[src/rtl/async_tx_pkg.sv]
package async_tx_pkg;

  typedef enum logic [2:0] {
    ST_IDLE,
    ST_START,
    ST_DATA,
    ST_PAR,
    ST_STOP
  } tx_state_e;

  typedef struct packed {
    logic [1:0] wlen;
    logic       pen;
    logic       eps;
    logic       stick;
    logic       stb;
  } line_cfg_t;

  function automatic logic [3:0] word_bits(input logic [1:0] wlen);
    return 4'd5 + {2'b00, wlen};
  endfunction

endpackage

[src/rtl/async_tx_baud.sv]
module async_tx_baud #(
  parameter int DIV_W = 16
) (
  input  logic             clk,
  input  logic             rst_n,
  input  logic [DIV_W-1:0] divisor,
  output logic             tick
);

  logic [DIV_W-1:0] cnt_q, cnt_d, eff_div;

  always_comb begin
    eff_div = (divisor == '0) ? DIV_W'(1) : divisor;
    tick    = (cnt_q <= DIV_W'(1));
    cnt_d   = tick ? eff_div : (cnt_q - DIV_W'(1));
  end

  always_ff @(posedge clk or negedge rst_n) begin
    if (!rst_n) cnt_q <= '0;
    else        cnt_q <= cnt_d;
  end

  // with a steady divisor above one, ticks never come on adjacent clocks
  assert_tick_gap_R10: assert property (@(posedge clk) disable iff (!rst_n)
    (tick && divisor > DIV_W'(1) && $stable(divisor)) |=> !tick);

endmodule

[src/rtl/async_tx_hold.sv]
module async_tx_hold #(
  parameter int DATA_W = 8
) (
  input  logic              clk,
  input  logic              rst_n,
  input  logic              wr_valid,
  input  logic [DATA_W-1:0] wr_data,
  input  logic              take,
  output logic              full,
  output logic [DATA_W-1:0] data
);

  logic              full_d;
  logic [DATA_W-1:0] data_d;

  always_comb begin
    full_d = full;
    data_d = data;
    if (take)     full_d = 1'b0;
    if (wr_valid) begin
      full_d = 1'b1;
      data_d = wr_data;
    end
  end

  always_ff @(posedge clk or negedge rst_n) begin
    if (!rst_n) begin
      full <= 1'b0;
      data <= '0;
    end else begin
      full <= full_d;
      if (wr_valid) data <= data_d;
    end
  end

  // a word taken by the shift engine frees the holder on the next clock
  assert_take_frees_R9: assert property (@(posedge clk) disable iff (!rst_n)
    (take && !wr_valid) |=> !full);

endmodule

[src/rtl/async_tx_shift.sv]
module async_tx_shift
  import async_tx_pkg::*;
#(
  parameter int DATA_W = 8,
  parameter int OVS    = 16
) (
  input  logic              clk,
  input  logic              rst_n,
  input  logic              tick,
  input  logic              hold_full,
  input  logic [DATA_W-1:0] hold_data,
  input  line_cfg_t         cfg_in,
  output logic              take,
  output logic              busy,
  output logic              line_bit
);

  localparam int TC_W = $clog2(2 * OVS + 1);
  localparam int IDX_W = $clog2(DATA_W);
  localparam logic [TC_W-1:0] LIM_ONE  = TC_W'(OVS);
  localparam logic [TC_W-1:0] LIM_HALF = TC_W'((3 * OVS) / 2);
  localparam logic [TC_W-1:0] LIM_TWO  = TC_W'(2 * OVS);

  tx_state_e         state_q, state_d;
  logic [DATA_W-1:0] sreg_q, sreg_d;
  logic [IDX_W-1:0]  idx_q, idx_d;
  logic [TC_W-1:0]   tcnt_q, tcnt_d, bit_limit;
  logic              par_q, par_d;
  line_cfg_t         cfg_q, cfg_d;
  logic [3:0]        nbits_in, nbits_q;
  logic [DATA_W-1:0] in_mask;
  logic              ones_odd, par_new, bit_end;

  always_comb begin
    nbits_in = word_bits(cfg_in.wlen);
    nbits_q  = word_bits(cfg_q.wlen);
    in_mask  = {DATA_W{1'b1}} >> (DATA_W - int'(nbits_in));
    ones_odd = ^(hold_data & in_mask);
    if (cfg_in.stick) par_new = ~cfg_in.eps;
    else              par_new = cfg_in.eps ? ones_odd : ~ones_odd;
  end

  always_comb begin
    bit_limit = LIM_ONE;
    if (state_q == ST_STOP && cfg_q.stb)
      bit_limit = (cfg_q.wlen == 2'b00) ? LIM_HALF : LIM_TWO;
    bit_end = tick && (tcnt_q == bit_limit - TC_W'(1));
  end

  always_comb begin
    state_d = state_q;
    sreg_d  = sreg_q;
    idx_d   = idx_q;
    tcnt_d  = tcnt_q;
    par_d   = par_q;
    cfg_d   = cfg_q;
    take    = 1'b0;
    if (state_q == ST_IDLE) begin
      take = hold_full;
    end else if (tick) begin
      if (!bit_end) begin
        tcnt_d = tcnt_q + TC_W'(1);
      end else begin
        tcnt_d = '0;
        unique case (state_q)
          ST_START: begin
            state_d = ST_DATA;
            idx_d   = '0;
          end
          ST_DATA: begin
            sreg_d = sreg_q >> 1;
            idx_d  = idx_q + IDX_W'(1);
            if ({1'b0, idx_q} == (nbits_q - 4'd1))
              state_d = cfg_q.pen ? ST_PAR : ST_STOP;
          end
          ST_PAR:  state_d = ST_STOP;
          ST_STOP: begin
            take    = hold_full;
            state_d = ST_IDLE;
          end
          default: state_d = ST_IDLE;
        endcase
      end
    end
    if (take) begin
      state_d = ST_START;
      sreg_d  = hold_data;
      par_d   = par_new;
      cfg_d   = cfg_in;
      idx_d   = '0;
      tcnt_d  = '0;
    end
  end

  always_ff @(posedge clk or negedge rst_n) begin
    if (!rst_n) begin
      state_q <= ST_IDLE;
      sreg_q  <= '0;
      idx_q   <= '0;
      tcnt_q  <= '0;
      par_q   <= 1'b0;
      cfg_q   <= '0;
    end else begin
      state_q <= state_d;
      sreg_q  <= sreg_d;
      idx_q   <= idx_d;
      tcnt_q  <= tcnt_d;
      par_q   <= par_d;
      cfg_q   <= cfg_d;
    end
  end

  always_comb begin
    busy = (state_q != ST_IDLE);
    unique case (state_q)
      ST_START: line_bit = 1'b0;
      ST_DATA:  line_bit = sreg_q[0];
      ST_PAR:   line_bit = par_q;
      default:  line_bit = 1'b1;
    endcase
  end

  // the data index stays inside the selected word length
  assert_data_index_R3: assert property (@(posedge clk) disable iff (!rst_n)
    (state_q == ST_DATA) |-> ({1'b0, idx_q} < nbits_q));

  // the tick counter never runs past the length of the current bit
  assert_tick_bound_R6: assert property (@(posedge clk) disable iff (!rst_n)
    (state_q != ST_IDLE) |-> (tcnt_q < bit_limit));

endmodule

[src/rtl/async_frame_tx.sv]
module async_frame_tx
  import async_tx_pkg::*;
#(
  parameter int DIV_W  = 16,
  parameter int DATA_W = 8,
  parameter int OVS    = 16
) (
  input  logic              clk,
  input  logic              rst_n,
  input  logic [DIV_W-1:0]  divisor,
  input  logic              wr_valid,
  input  logic [DATA_W-1:0] wr_data,
  input  logic [1:0]        word_len,
  input  logic              parity_en,
  input  logic              even_sel,
  input  logic              stick_par,
  input  logic              stop_sel,
  input  logic              brk,
  output logic              txd,
  output logic              hold_empty,
  output logic              tx_idle
);

  logic [1:0]        rst_sync_q;
  logic              rst_n_int;
  logic              tick, take, busy, line_bit, hold_full, txd_d;
  logic [DATA_W-1:0] hold_data;
  line_cfg_t         cfg_in;

  always_ff @(posedge clk or negedge rst_n) begin
    if (!rst_n) rst_sync_q <= 2'b00;
    else        rst_sync_q <= {rst_sync_q[0], 1'b1};
  end
  assign rst_n_int = rst_sync_q[1];

  always_comb begin
    cfg_in.wlen  = word_len;
    cfg_in.pen   = parity_en;
    cfg_in.eps   = even_sel;
    cfg_in.stick = stick_par;
    cfg_in.stb   = stop_sel;
  end

  async_tx_baud #(.DIV_W(DIV_W)) u_baud (
    .clk     (clk),
    .rst_n   (rst_n_int),
    .divisor (divisor),
    .tick    (tick)
  );

  async_tx_hold #(.DATA_W(DATA_W)) u_hold (
    .clk      (clk),
    .rst_n    (rst_n_int),
    .wr_valid (wr_valid),
    .wr_data  (wr_data),
    .take     (take),
    .full     (hold_full),
    .data     (hold_data)
  );

  async_tx_shift #(.DATA_W(DATA_W), .OVS(OVS)) u_shift (
    .clk       (clk),
    .rst_n     (rst_n_int),
    .tick      (tick),
    .hold_full (hold_full),
    .hold_data (hold_data),
    .cfg_in    (cfg_in),
    .take      (take),
    .busy      (busy),
    .line_bit  (line_bit)
  );

  assign txd_d = brk ? 1'b0 : line_bit;

  always_ff @(posedge clk or negedge rst_n_int) begin
    if (!rst_n_int) txd <= 1'b1;
    else            txd <= txd_d;
  end

  assign hold_empty = ~hold_full;
  assign tx_idle    = ~hold_full & ~busy;

  // a break request forces space on the line at the next edge
  assert_break_space_R8: assert property (@(posedge clk) disable iff (!rst_n_int)
    brk |=> !txd);

  // an idle transmitter without break keeps the line at mark
  assert_idle_mark_R1: assert property (@(posedge clk) disable iff (!rst_n_int)
    (tx_idle && !brk) |=> txd);

endmodule

[config.mk]
export PLATFORM = sky130hd
export DESIGN_NAME = async_frame_tx
export DESIGN_NICKNAME = d
export VERILOG_FILES = /design/src/rtl/async_tx_pkg.sv /design/src/rtl/async_tx_baud.sv /design/src/rtl/async_tx_hold.sv /design/src/rtl/async_tx_shift.sv /design/src/rtl/async_frame_tx.sv
export SDC_FILE = /design/constraint.sdc
export NUM_CORES = 1
export LEC_CHECK = 0
export BUFFER_PORTS_ARGS = -buffer_cell sky130_fd_sc_hd__buf_4
export CAP_MARGIN = 20
export CORE_MARGIN = 5
export CORE_UTILIZATION = 52
export CTS_CLUSTER_DIAMETER = 100
export CTS_CLUSTER_SIZE = 14
export DETAILED_ROUTE_END_ITERATION = 8
export GPL_ROUTABILITY_DRIVEN = 1
export PLACE_DENSITY = 0.85
export SLEW_MARGIN = 20
export SYNTH_ARGS = -nofsm -noshare
export SYNTH_HDL_FRONTEND = slang
export SYNTH_HIERARCHICAL = 1
export SYNTH_SLANG_ARGS = --single-unit
export TNS_END_PERCENT = 5
[constraint.sdc]
create_clock -name clk -period 1.67 [get_ports clk]
set_input_delay 0.501 -clock clk [delete_from_list [all_inputs] [get_ports clk]]
set_output_delay 0.501 -clock clk [all_outputs]
set_load 0.02 [all_outputs]
==> results of run 1 <==
flip-flops by register name, indices dropped and copies added (netlist names):
name,cells
u_shift/sreg_q,8
u_shift/cfg_q,4
u_shift/idx_q,3
u_shift/tcnt_q,6
u_shift/state_q,3
txd,1
u_shift/par_q,1
u_hold/full,1
rst_sync_q,2
u_hold/data,8
u_baud/cnt_q,16
cells by family after synthesis:
family	count (synthesis)	share of synthesized area
compound gates	46	0.111
fa+ha+maj	4	0.0164
simple gates	97	0.195
other cells	1	0.00123
xor+xnor	19	0.0545
buf+inv	19	0.0369
flops	53	0.435
mux	37	0.151
synth_stat cells (all sizes together), types with 6 or more instances:
library cell  number  area share
nand2             33       0.041
xor2               6       0.017
buf                7       0.022
nor4               8       0.026
a21oi              6       0.011
mux2              24        0.11
dfrtp             52        0.43
mux2i             13       0.043
nor3               8       0.018
nor2              15       0.018
nand3              6      0.0098
o21ai             14       0.023
xnor2             13       0.037
inv               10       0.012
layer usage:
layer / vias to the layer above / share of wire / global-route usage
met1: 1297 / 0.42 / 0.277
li1: 1198 / - / -
met5: - / 0 / 0
met3: 25 / 0.051 / 0.0314
met2: 111 / 0.50 / 0.348
met4: 0 / 0.030 / 0.0737
worst reg2reg max path: stages (launching register included):
cell	delay, ns
dfrtp_1	0.45
nor3_2	0.33
nand4_4	0.17
nor3_4	0.17
nand2_2	0.10
nor3b_4	0.26
o221ai_2	0.17
a21oi_4	0.24
buf_12	0.16
a41o_1	0.16
mux2i_1	0.21
final timing paths:
path / depth (start not counted) / start / to / slack (ns)
hold / removal: 0 / rst_sync_q[1] / u_baud/cnt_q[7] / 0.25
hold reg to reg: 0 / rst_sync_q[1] / u_baud/cnt_q[7] / 0.25
max in group asynchronous: 1 / rst_sync_q[1] / txd / 0.82
setup / recovery: 10 / u_baud/cnt_q[6] / u_shift/idx_q[1] / -0.83
setup reg to reg: 10 / u_baud/cnt_q[6] / u_shift/idx_q[1] / -0.83
min in group clk: 2 / brk / txd / 0.31
final cells by class:
cell class | instances | area [µm²] | area share
well taps | 75 | 93.8 | 0.0228
clock buffers | 6 | 72.6 | 0.0176
clock inverters | 2 | 13.8 | 0.00335
multi-input cells | 204 | 1710 | 0.416
inverters | 10 | 37.5 | 0.00913
repair buffers | 105 | 857 | 0.208
flip-flops and latches | 53 | 1330 | 0.323
through the flow:
stage,hold slack [ns],area (µm²),power (µW),setup slack (ns)
6_report,0.246,4110,3350,-0.826
5_1_grt,0.293,4110,3540,-0.974
4_1_cts,0.262,4050,3310,-0.833
3_5_place_dp,0.256,3870,2540,-0.984
3_3_place_gp,0.248,3870,2490,-0.773
2_1_floorplan,0.205,3080,2170,-0.902
power groups by stage:
stage | sequential, µW | clock, µW | combinational (µW)
5_1_grt | 1680 | 810 | 1040
2_1_floorplan | 1650 | 0 | 519
4_1_cts | 1650 | 750 | 908
6_report | 1660 | 726 | 968
3_5_place_dp | 1670 | 0 | 871
3_3_place_gp | 1660 | 0 | 827
what timing repair did:
item                       in CTS  in global routing
setup endpoints to repair      42                 43
setup buffers                   4                  2
pin swaps                       9                  8
hold endpoints to repair        2                  0
hold buffers                    1                  0
gates cloned                    0                  1
gates resized for setup        22                  5
==> results.sh, run 1 <==
export IMPL_clkTransAtPathRegs_ns=0.10
export IMPL_final_common_cell="buf_4"
export IMPL_cp_start_kind="flop"
export IMPL_post_route_util=0.707
export IMPL_grt_use_total=0.209
export IMPL_dieArea_mm2=0.00751
export IMPL_seqPwrFrac=0.494
export IMPL_dieWidth_um=86.6
export IMPL_cts_buffers=5
export IMPL_antenna_found_initial=0
export IMPL_clockBufferDepth=2
export IMPL_syn_avg_cell_area_um2=11.1
export IMPL_h_tree_depth=2
export IMPL_grt_ovfl_total=0
export IMPL_synth_seq_area_share=0.435
export IMPL_cp_max_fo=6
export IMPL_crit_slowest_cell="dfrtp_1"
export IMPL_fin_cells=455
export IMPL_worst_pin_slew_ns=0.519
export IMPL_hold_violations=0
export IMPL_crit_buf_inv=1
export IMPL_antennaDiodeCount=0
export IMPL_synthArstFlopShare=1.00
export IMPL_clockPowerShare=0.217
export IMPL_cts_tree="built"
export IMPL_vias=2631
export IMPL_syn_inst=276
export IMPL_clock_sinks=53
export IMPL_path_delay_family="simple AND/OR/NAND/NOR gates"
export IMPL_mostFrequentLayoutCells="buf_4, dfrtp_1, nand2_1, mux2_4"
export IMPL_ir_drop_mv=0.545
export IMPL_ant_nets=0
export IMPL_rsz0062_at_grt="true"
export IMPL_cts_root_buf="clkbuf_8"
export IMPL_crit_arrival_ns=2.73
export IMPL_critical_path_class="flop to flop"
export IMPL_cap_violations=0
export IMPL_rows=28
export IMPL_hold_path_class="flop to async pin"
export IMPL_yosysUniqueCellTypes=63
export IMPL_setup_viol=42
export IMPL_final_nets=417
export IMPL_grt_start_max_net_pins=32
export IMPL_max_slew_margin_rel=0.654
export IMPL_first_global_vias=2649
export IMPL_routedWlPerCell_um=16.7
export IMPL_setup_tns_ns=-23.03
export IMPL_io_pins=37
export IMPL_drt_pass1_iterations=5
export IMPL_p_int_uw=2330
export IMPL_synth_area_mm2=0.00305
export IMPL_areaGrowthSynthToFinish_pct=34.7
export IMPL_dp_cells=439
export IMPL_power_switching_uw=1020
export IMPL_die_h_um=86.6
export IMPL_post_route_period_util=1.49
export IMPL_core_mm2=0.00582
export IMPL_skew_ns=0.00677
export IMPL_fin_ws_ns=-0.826
export IMPL_syn_nets=314
export IMPL_comb_power_share=0.289
export IMPL_ys_seq_elements=53
export IMPL_grt_pass1_wl_mm=12.6
export IMPL_initial_core_util=0.525
export IMPL_initialDrtViolationCount=210
export IMPL_swShare=0.304
export IMPL_synth_edf_count=0
export IMPL_io_buffers=36
export IMPL_slowest_delay_ns=0.45
export IMPL_ys_warn_count=6
export IMPL_fmax_ghz=0.401
export IMPL_ys_flop_type="dfrtp_1"
export IMPL_violations="negative setup slack"
export IMPL_crit_chain="nor3_2 -> nand4_4 -> nor3_4 -> nand2_2 -> nor3b_4 -> o221ai_2 -> a21oi_4 -> buf_12 -> a41o_1 -> mux2i_1"
export IMPL_power_leakage_uw=0.00185
export IMPL_crit_required_ns=1.90
export IMPL_via_per_inst=5.78
export IMPL_gp_congestion=0.847
export IMPL_status="complete, but fails checks"
export IMPL_p_per_area_mw_per_mm2=815
export IMPL_hpwl_mm=5.33
export IMPL_post_route_drc_count=0
export IMPL_slew_violations=0
export IMPL_clk_latency_ns=0.31
export IMPL_drt_total_wl_mm=7.58
export IMPL_end_kind="flop"
export IMPL_drive_gt1_frac=0.429
export IMPL_n_fill_cell=408
export IMPL_layout_min_cycle_time_ns=2.50
(Power assumes the default switching activity.)
==> run 2: changes to the inputs <==
CORE_UTILIZATION = 50   (was 52)
PLACE_DENSITY = 0.83   (was 0.85)
==> results.sh, run 2 (synthesis results as in run 1) <==
export IMPL_status="complete, but fails checks"
export IMPL_violations="negative setup slack"
export IMPL_power_leakage_uw=0.00186
export IMPL_hpwl_mm=5.43
export IMPL_clockBufferDepth=2
export IMPL_areaGrowthSynthToFinish_pct=37.0
export IMPL_drt_pass1_iterations=5
export IMPL_ir_drop_mv=0.851
export IMPL_post_route_period_util=1.50
export IMPL_r2r_setup_slack_ns=-0.84
export IMPL_fmax_ghz=0.398
export IMPL_mostFrequentLayoutCells="buf_4, dfrtp_1, nand2_1, mux2_4, xnor2_1"
export IMPL_end_kind="flop"
export IMPL_max_slew_margin_rel=0.658
export IMPL_skew_ns=0.00441
export IMPL_first_global_vias=2741
export IMPL_post_route_drc_count=0
export IMPL_vias=2627
export IMPL_cts_root_buf="clkbuf_8"
export IMPL_cp_start_kind="flop"
export IMPL_io_buffers=36
export IMPL_dieWidth_um=88.2
export IMPL_rsz0062_at_grt="true"
export IMPL_p_per_area_mw_per_mm2=882
export IMPL_die_h_um=88.2
export IMPL_clk_latency_ns=0.31
export IMPL_fin_ws_ns=-0.842
export IMPL_clkTransAtPathRegs_ns=0.10
export IMPL_reg_top3="u_baud/cnt_q x16, u_hold/data x8, u_shift/sreg_q x8"
export IMPL_seqCellArea_mm2=0.00133
export IMPL_layout_min_cycle_time_ns=2.51
export IMPL_grt_use_total=0.214
export IMPL_largest_register_ffs=16
export IMPL_setup_viol=42
export IMPL_final_common_cell="buf_4"
export IMPL_hold_path_class="flop to async pin"
export IMPL_dieArea_mm2=0.00777
export IMPL_crit_arrival_ns=2.75
export IMPL_post_route_util=0.707
export IMPL_grt_pass1_wl_mm=12.9
export IMPL_grt_ovfl_total=0
export IMPL_core_mm2=0.00592
export IMPL_drt_total_wl_mm=8.24
export IMPL_initial_core_util=0.516
export IMPL_multi_input_area_mm2=0.00171
export IMPL_gp_congestion=0.826
export IMPL_ant_nets=0
export IMPL_clock_sinks=53
export IMPL_dp_slack_ns=-0.943
export IMPL_crit_required_ns=1.91
export IMPL_rows=28
export IMPL_n_fill_cell=369
export IMPL_cp_max_fo=6
export IMPL_regMostFlops="u_baud/cnt_q"
export IMPL_io_pins=37
export IMPL_via_per_inst=5.76
export IMPL_cts_tree="built"
export IMPL_final_nets=418
export IMPL_initialDrtViolationCount=231
export IMPL_drive_gt1_frac=0.451
export IMPL_hold_violations=0
export IMPL_cts_buffers=5
export IMPL_h_tree_depth=2
export IMPL_antenna_found_initial=0
export IMPL_grt_start_max_net_pins=26
export IMPL_antennaDiodeCount=0
export IMPL_routedWlPerCell_um=18.1
export IMPL_critical_path_class="flop to flop"
export IMPL_slew_violations=0
export IMPL_cap_violations=0
export IMPL_worst_pin_slew_ns=0.508
==> run 2: changes by cell type in the layout (fill, tap and decap cells not counted), sizes merged <==
cell    change
inv         -1
buf         +1
bufinv      +2
clkbuf      -1
==> run 2: cell type report <==
type                       instances  area share
clock buffer                       5      0.0164
inverter                          10     0.00897
tap                               75      0.0224
timing repair buffer             106       0.209
clock inverter                     3      0.0155
sequential                        53       0.318
multi-input combinational        204       0.410
==> run 2: timing repair <==
| item | CTS | global route |
|---|---|---|
| cloned | 1 | 1 |
| pin swaps | 5 | 6 |
| gates resized for setup | 18 | 17 |
| endpoints found under the setup margin | 43 | 43 |
| hold buffers | 1 | 0 |
| hold endpoints to repair | 2 | 0 |
| buffers inserted | 8 | 2 |
==> run 2: worst max-delay path, stage by stage, from the launching register on <==
cell      delay, ns
dfrtp_1        0.42
nor4_4         0.41
nand4_4        0.17
nor3_4         0.18
nand2_2        0.11
nor3b_4        0.20
o221ai_2       0.16
a21oi_4        0.28
buf_12         0.16
a41o_1         0.16
mux2i_1        0.19
==> run 2: metal layers <==
layer  share of wire  vias to the layer above  GRT usage
li1                -                     1203          -
met1            0.40                     1315      0.257
met2            0.53                       90      0.392
met3           0.044                       19     0.0348
met4           0.023                        0     0.0646
met5               0                        -          0
==> run 2: metrics by stage <==
stage | setup TNS (ns) | power [µW] | hold slack, ns | area (µm²) | cells
finish | -25.67 | 3690 | 0.192 | 4190 | 456
CTS | -22.97 | 3610 | 0.198 | 4100 | 453
floorplan | -21.71 | 2170 | 0.205 | 3080 | 276
global placement | -22.23 | 2490 | 0.190 | 3840 | 435
global route | -29.84 | 3880 | 0.227 | 4190 | 456
detailed placement | -25.78 | 2550 | 0.187 | 3840 | 435
==> run 2: power breakdown <==
part | leakage [µW] | switching, µW | internal [µW]
clock | 0.0000681 | 428 | 595
combinational | 0.00117 | 430 | 582
sequential | 0.000624 | 179 | 1480
==> run 2: worst paths after layout <==
kind | from | end | depth (start not counted)
min reg2reg | rst_sync_q[1] | u_hold/data[0] | 0
max | u_baud/cnt_q[10] | u_shift/idx_q[1] | 10
max in group asynchronous | rst_sync_q[1] | txd | 1
min | rst_sync_q[1] | u_hold/data[0] | 0
min in group clk | brk | txd | 2
max reg2reg | u_baud/cnt_q[10] | u_shift/idx_q[1] | 10
